## config.mk

```make
export PLATFORM = sky130hd
export DESIGN_NAME = adc_clk_prescaler
export DESIGN_NICKNAME = d
export VERILOG_FILES = /design/src/rtl/adc_presc_pkg.sv /design/src/rtl/presc_code_reg.sv /design/src/rtl/presc_counter.sv /design/src/rtl/presc_half_toggle.sv /design/src/rtl/adc_clk_prescaler.sv
export SDC_FILE = /design/constraint.sdc
export NUM_CORES = 1
export LEC_CHECK = 0
export ABC_AREA = 1
export BUFFER_PORTS_ARGS = -buffer_cell sky130_fd_sc_hd__buf_4
export CORE_AREA = 3 3 40 42
export DETAILED_ROUTE_END_ITERATION = 10
export DIE_AREA = 0 0 43 45
export PLACE_DENSITY = 0.57
export SLEW_MARGIN = 5
export SYNTH_ARGS = -nofsm -noshare
export SYNTH_HDL_FRONTEND = slang
export SYNTH_SLANG_ARGS = --single-unit
```

## constraint.sdc

```tcl
create_clock -name clk -period 1.4 [get_ports clk]
set_input_delay 0.14 -clock clk [delete_from_list [all_inputs] [get_ports clk]]
set_output_delay 0.14 -clock clk [all_outputs]
set_load 0.005 [all_outputs]
```

## src/rtl/adc_presc_pkg.sv

```systemverilog
package adc_presc_pkg;
  localparam int DEF_CODE_W = 5;
  localparam int DEF_SEL_W  = 3;
  localparam int DEF_RESET_CODE = 1;

  typedef enum logic {
    PH_LOW  = 1'b0,
    PH_HIGH = 1'b1
  } phase_e;
endpackage

```

## src/rtl/presc_code_reg.sv

```systemverilog
module presc_code_reg #(
  parameter int CODE_W = adc_presc_pkg::DEF_CODE_W,
  parameter int SEL_W  = adc_presc_pkg::DEF_SEL_W,
  parameter int RESET_CODE = adc_presc_pkg::DEF_RESET_CODE
) (
  input  logic              clk,
  input  logic              rst,
  input  logic              we,
  input  logic [CODE_W-1:0] wdata,
  output logic [SEL_W-1:0]  pend_n,
  output logic              rsvd
);
  localparam logic [CODE_W-1:0] RST_V = CODE_W'(RESET_CODE);

  logic [CODE_W-1:0] code_q;
  logic              wr_rsvd;

  generate
    if (CODE_W > SEL_W) begin : g_upper
      assign wr_rsvd = |wdata[CODE_W-1:SEL_W];
    end else begin : g_no_upper
      assign wr_rsvd = 1'b0;
    end
  endgenerate

  always_ff @(posedge clk) begin
    if (rst) begin
      code_q <= RST_V;
      rsvd   <= 1'b0;
    end else if (we) begin
      code_q <= wdata;
      rsvd   <= wr_rsvd;
    end
  end

  // Reserved setting falls back to the slowest legal factor.
  assign pend_n = rsvd ? {SEL_W{1'b1}} : code_q[SEL_W-1:0];
endmodule

```

## src/rtl/presc_counter.sv

```systemverilog
module presc_counter #(
  parameter int SEL_W  = adc_presc_pkg::DEF_SEL_W,
  parameter int RESET_CODE = adc_presc_pkg::DEF_RESET_CODE
) (
  input  logic             clk,
  input  logic             rst,
  input  logic [SEL_W-1:0] pend_n,
  input  logic             reload,
  output logic             terminal
);
  localparam logic [SEL_W-1:0] RST_N = SEL_W'(RESET_CODE);
  localparam logic [SEL_W-1:0] ONE   = SEL_W'(1);

  logic [SEL_W-1:0] cnt_q;
  logic [SEL_W-1:0] act_n_q;

  assign terminal = (cnt_q == act_n_q);

  always_ff @(posedge clk) begin
    if (rst) begin
      cnt_q   <= '0;
      act_n_q <= RST_N;
    end else begin
      if (terminal) begin
        cnt_q <= '0;
      end else begin
        cnt_q <= cnt_q + ONE;
      end
      // Divisor adopted only as a new output period begins.
      if (reload) begin
        act_n_q <= pend_n;
      end
    end
  end
endmodule

```

## src/rtl/presc_half_toggle.sv

```systemverilog
module presc_half_toggle (
  input  logic clk,
  input  logic rst,
  input  logic terminal,
  output logic rise_now,
  output logic clk_q,
  output logic en_q
);
  import adc_presc_pkg::*;

  phase_e ph_q;

  assign rise_now = terminal && (ph_q == PH_LOW);

  always_ff @(posedge clk) begin
    if (rst) begin
      ph_q <= PH_LOW;
      en_q <= 1'b0;
    end else begin
      if (terminal) begin
        ph_q <= (ph_q == PH_LOW) ? PH_HIGH : PH_LOW;
      end
      en_q <= rise_now;
    end
  end

  assign clk_q = (ph_q == PH_HIGH);
endmodule

```

## src/rtl/adc_clk_prescaler.sv

```systemverilog
module adc_clk_prescaler #(
  parameter int CODE_W = adc_presc_pkg::DEF_CODE_W,
  parameter int SEL_W  = adc_presc_pkg::DEF_SEL_W,
  parameter int RESET_CODE = adc_presc_pkg::DEF_RESET_CODE
) (
  input  logic              clk,
  input  logic              rst,
  input  logic              cfg_we,
  input  logic [CODE_W-1:0] cfg_wdata,
  output logic              conv_clk,
  output logic              conv_en,
  output logic              rsvd_flag
);
  logic [SEL_W-1:0] pend_n;
  logic             terminal;
  logic             rise_now;

  presc_code_reg #(
    .CODE_W(CODE_W), .SEL_W(SEL_W), .RESET_CODE(RESET_CODE)
  ) code_i (
    .clk(clk), .rst(rst), .we(cfg_we), .wdata(cfg_wdata),
    .pend_n(pend_n), .rsvd(rsvd_flag)
  );

  presc_counter #(
    .SEL_W(SEL_W), .RESET_CODE(RESET_CODE)
  ) cnt_i (
    .clk(clk), .rst(rst), .pend_n(pend_n), .reload(rise_now),
    .terminal(terminal)
  );

  presc_half_toggle tog_i (
    .clk(clk), .rst(rst), .terminal(terminal), .rise_now(rise_now),
    .clk_q(conv_clk), .en_q(conv_en)
  );
endmodule

```

# Yosys cells after proc, flatten, opt, wreduce, memory -nomap -nowiden

Index checks and enable logic that the tools add are counted.

Add/sub/neg operators: 1
Equal/unequal tests: 1
Mux-type cells: 2
Bitwise logic cells: 1
Reductions and logical operators: 3

Operators by type and width:

| kind                                         | count |
|---|---|
| OR reduction 2 bit                           | 2 |
| adder 3 x 1 -> 3 bit (second input constant) | 1 |
| == test 3 bit                                | 1 |
| 2-to-1 mux 3 bit                             | 1 |
| logical AND 1 bit                            | 1 |
| 2-to-1 mux 1 bit                             | 1 |
| inverter 1 bit                               | 1 |

Bits in registers: 12
Input bits: 8
Output and inout bits: 3
Logic and storage cells: 14

# Longest topological paths before layout

Word-level depth: 2
Mapped depth: 7
Gate-level depth less buffers: 7

# By module

Synthesis repeated with hierarchy kept, for this count alone.

Cells, all modules: 68
Area total of the unflattened synthesis: 504.2 um^2

Modules (own cells, without submodules):

| module            | instances | cells an instance | area an instance (um^2) | sequential area each (um^2) |
|---|---|---|---|---|
| presc_counter     | 1         | 35                | 262.8                   | 120.1 |
| presc_code_reg    | 1         | 23                | 163.9                   | 80.1 |
| presc_half_toggle | 1         | 10                | 77.6                    | 40.0 |

# Least setup slack after synthesis

OpenSTA, ideal clock, no wires.

Path type: register -> register
Start: reg cnt_i.cnt_q[0]
End: reg cnt_i.cnt_q[0]
Library setup time: 0.117 ns
Arrival time: 0.896 ns
Data required time: 1.283 ns
Path slack: 0.387 ns
Cell stages (with the launch flop): 8
Path buffers: 0
Clock period less this slack: 1.013 ns
Cell sequence: dfxtp_1 > inv_1 > nand2_1 > nand2_1 > nor2_1 > nand2_1 > nand2_1 > nor2_1

Cells in the longest elaborated chain, start to end: 2
Elaborated cells between the ends (all ways): 3
Classes of those cells: add/sub (1); eq/ne (1); reduce/logical (1)

Ends and longest elaborated chain:

| item                                                                         | line                | source |
|---|---|---|
| from (decl)                                                                  | presc_counter.sv:14 | `logic [SEL_W-1:0] cnt_q;` |
| from (signal assigned)                                                       | presc_counter.sv:27 | `cnt_q <= cnt_q + ONE;` |
| parallel branches: the longest is 2 deep, another holds adder 3 x 1 -> 3 bit | --                  |  |

Several ways; the timed one is not identified.
A chain may end at the register's enable or synchronous reset.

# Worst setup path after layout

Ends and elaborated chain as after synthesis.

==> impl_metrics.py <==
metrics = {
    "cells_and_area": {
        "syn_to_final_growth_pct": 24.6,
        "finalNonFillerCells": 103,
        "drive_gt1_share_pct": 18.2,
        "antennaDiodeCount": 0,
        "final_cell_area_um2": 658,
        "final_nets": 98,
        "n_fill_cell": 143,
        "final_cell_mix": "nand2_1 (21), inv_1 (13), nor2_1 (13), dfxtp_1 (12), buf_4 (10)",
        "final_common_cell": "nand2_1",
    },
    "hold_path": {
        "hold_end": "tog_i.clk_q",
        "holdPathStages": 2,
        "hold_path_class": "primary input to register",
        "hp-start": "rst",
    },
    "cts": {
        "postCtsSetupBuffers": 0,
        "htree_levels": 1,
        "cts_buffer_depth": 2,
        "cts_buffers": 3,
        "cts_resized": 0,
        "clock_latency_ps": 270,
        "cts_sinks": 12,
        "path_clk_slew_ps": 70,
        "hold_buffers": 0,
        "root_buffer": "clkbuf_4",
        "cts_tree": "done",
    },
    "logic_synthesis": {
        "ys_warn_count": 0,
        "syn_avg_cell_area_um2": 7.14,
        "yosysUniqueCellTypes": 14,
        "synthCells": 74,
        "synth_top_area_share_pct": 45.5,
        "ys_top_cells_by_area": "dfxtp_1 (45%), nand2_1 (15%), inv_1 (9.2%)",
        "synth_seq_cells": 12,
        "synth_area_um2": 528,
        "synthesis.nets": 83,
        "synth_area_leader_cell": "dfxtp_1",
        "synth_seq_area_share_pct": 45.5,
    },
    "global_routing": {
        "grt_pass1_vias": 433,
        "grt_max_degree": 8,
        "grt_pass1_wl_um": 1650,
        "track_usage_pct": 11.6,
        "antenna_found_initial": 0,
        "grt_overflow_total": 0,
    },
    "timing": {
        "setup_viol": 0,
        "hold_viol_final": 0,
        "fmax_mhz": 858,
        "slew_violations": 0,
        "finalSetupTns_ps": 0,
        "skew_ps": 3.76,
        "max_slew_margin_pct": 82.2,
        "post-route-period-util_pct": 83.2,
        "min_period_ps": 1170,
        "rsz0062_at_grt": "no",
        "worstMarginPinSlew_ps": 265,
    },
    "power_and_ir_drop": {
        "total_power_uw": 1450,
        "power.leakage_uw": 0.000338,
        "peakVddDrop_v": 0.000951,
        "powerDensity_nw_per_um2": 2210,
    },
    "die": {
        "start_util_pct": 41.1,
        "die_area_um2": 1940,
        "die_x_um": 43,
        "die_h_um": 45,
        "pin_count": 11,
        "core_area_um2": 1280,
        "rows": 13,
    },
    "routing": {
        "drt.antenna.violating_nets": 0,
        "vias": 462,
        "drc": 0,
        "drt_first_pass_iters": 2,
        "first_iter_violations": 8,
        "totalWireLength_um": 960,
        "viasPerCell": 4.49,
        "wire_per_inst_um": 9.32,
    },
    "worst_setup_path": {
        "worst-path-max-fanout": 5,
        "arrival_ps": 1320,
        "worstPathRequired_ps": 1560,
        "timing.rr.end": "cnt_i.cnt_q[0]",
        "endpoint_kind": "register",
        "rr_startpoint": "cnt_i.cnt_q[0]",
        "path_class": "register to register",
        "cp-start-kind": "register",
        "rrSetupSlack_ps": 230,
        "rr_worst_depth": 7,
    },
    "status": {
        "status": "completed",
    },
    "placed_design": {
        "io_buffers": 10,
        "placed_area_um2": 622,
        "gp_congestion": 0.758,
        "placed_cells": 99,
        "dp_hpwl_um": 773,
    },
    "flow_run": {
        "cap_violations": 0,
    },
}
==> power breakdown <==
part / internal, uW / switching (uW) / leakage [uW]
combinational: 260 / 364 / 0.000218
clock: 158 / 111 / 0.0000210
sequential: 460 / 98.6 / 0.0000990
total: 878 / 574 / 0.000338
==> stage by stage <==
step,setup WS (ps),util (%),hold slack [ps]
2_1_floorplan,387,-,209
3_3_place_gp,298,48.4,346
3_5_place_dp,264,48.4,344
4_1_cts,249,51.2,58.8
5_1_grt,65.5,51.2,58.8
6_report,235,51.2,66.7
==> worst max-delay path, stage by stage (launching register included) <==
cell     delay, ps
dfxtp_1        390
inv_1           70
nand2_1         50
nand2_1         40
nor2_1         220
nand2_1        110
nand2_1        110
nor2_1          50
==> sequential cells by signal (all words and copies together), names as in the netlist <==
| signal | flops |
|---|---|
| code_i.rsvd | 1 |
| tog_i.clk_q | 1 |
| cnt_i.cnt_q | 3 |
| cnt_i.act_n_q | 3 |
| tog_i.en_q | 1 |
| code_i.code_q | 3 |
==> cell usage after synthesis <==
library cell	number
nand2_1	21
inv_1	13
nor2_1	13
dfxtp_1	12
nand4_1	3
o21ai_0	3
a21oi_1	2
a211oi_1	1
ha_1	1
nand3_1	1
nand4_2	1
nor3_1	1
xnor2_1	1
xnor2_2	1
==> final cells by class <==
type	instances	area, um2	share of cell area, %
Sequential cell	12	240	36.5
Multi-Input combinational cell	49	239	36.3
Timing Repair Buffer	10	75.1	11.4
Inverter	13	48.8	7.41
Clock buffer	4	36.3	5.51
Tap cell	15	18.8	2.85
==> per-layer routing <==
metal	share of wire (%)	track usage, %
met5	0	0
met4	1.1	9.04
met3	5.2	3.19
met2	49	18.9
met1	45	12.9
==> worst max-delay path by stage <==
stage / startpoint / end / slack, ps / cells past startpoint
final: cnt_i.cnt_q[0] / cnt_i.cnt_q[0] / 230 / 7
after global routing: cnt_i.cnt_q[0] / cnt_i.cnt_q[0] / 70 / 7
after CTS: cnt_i.cnt_q[0] / cnt_i.cnt_q[0] / 250 / 7
after detailed placement: cnt_i.cnt_q[0] / cnt_i.cnt_q[0] / 260 / 7
after global placement: cnt_i.act_n_q[0] / cnt_i.cnt_q[0] / 300 / 7
after floorplan: cnt_i.cnt_q[0] / cnt_i.cnt_q[0] / 390 / 7
==> logic make-up after synthesis <==
logic type	after synthesis	synth area share, %
compound gates	6	6.16
xor+xnor	2	4.74
fa+ha+maj	1	2.37
buf+inv	13	9.24
flops	12	45.5
simple gates	40	32.0
Power figures use the tool's default switching activity.
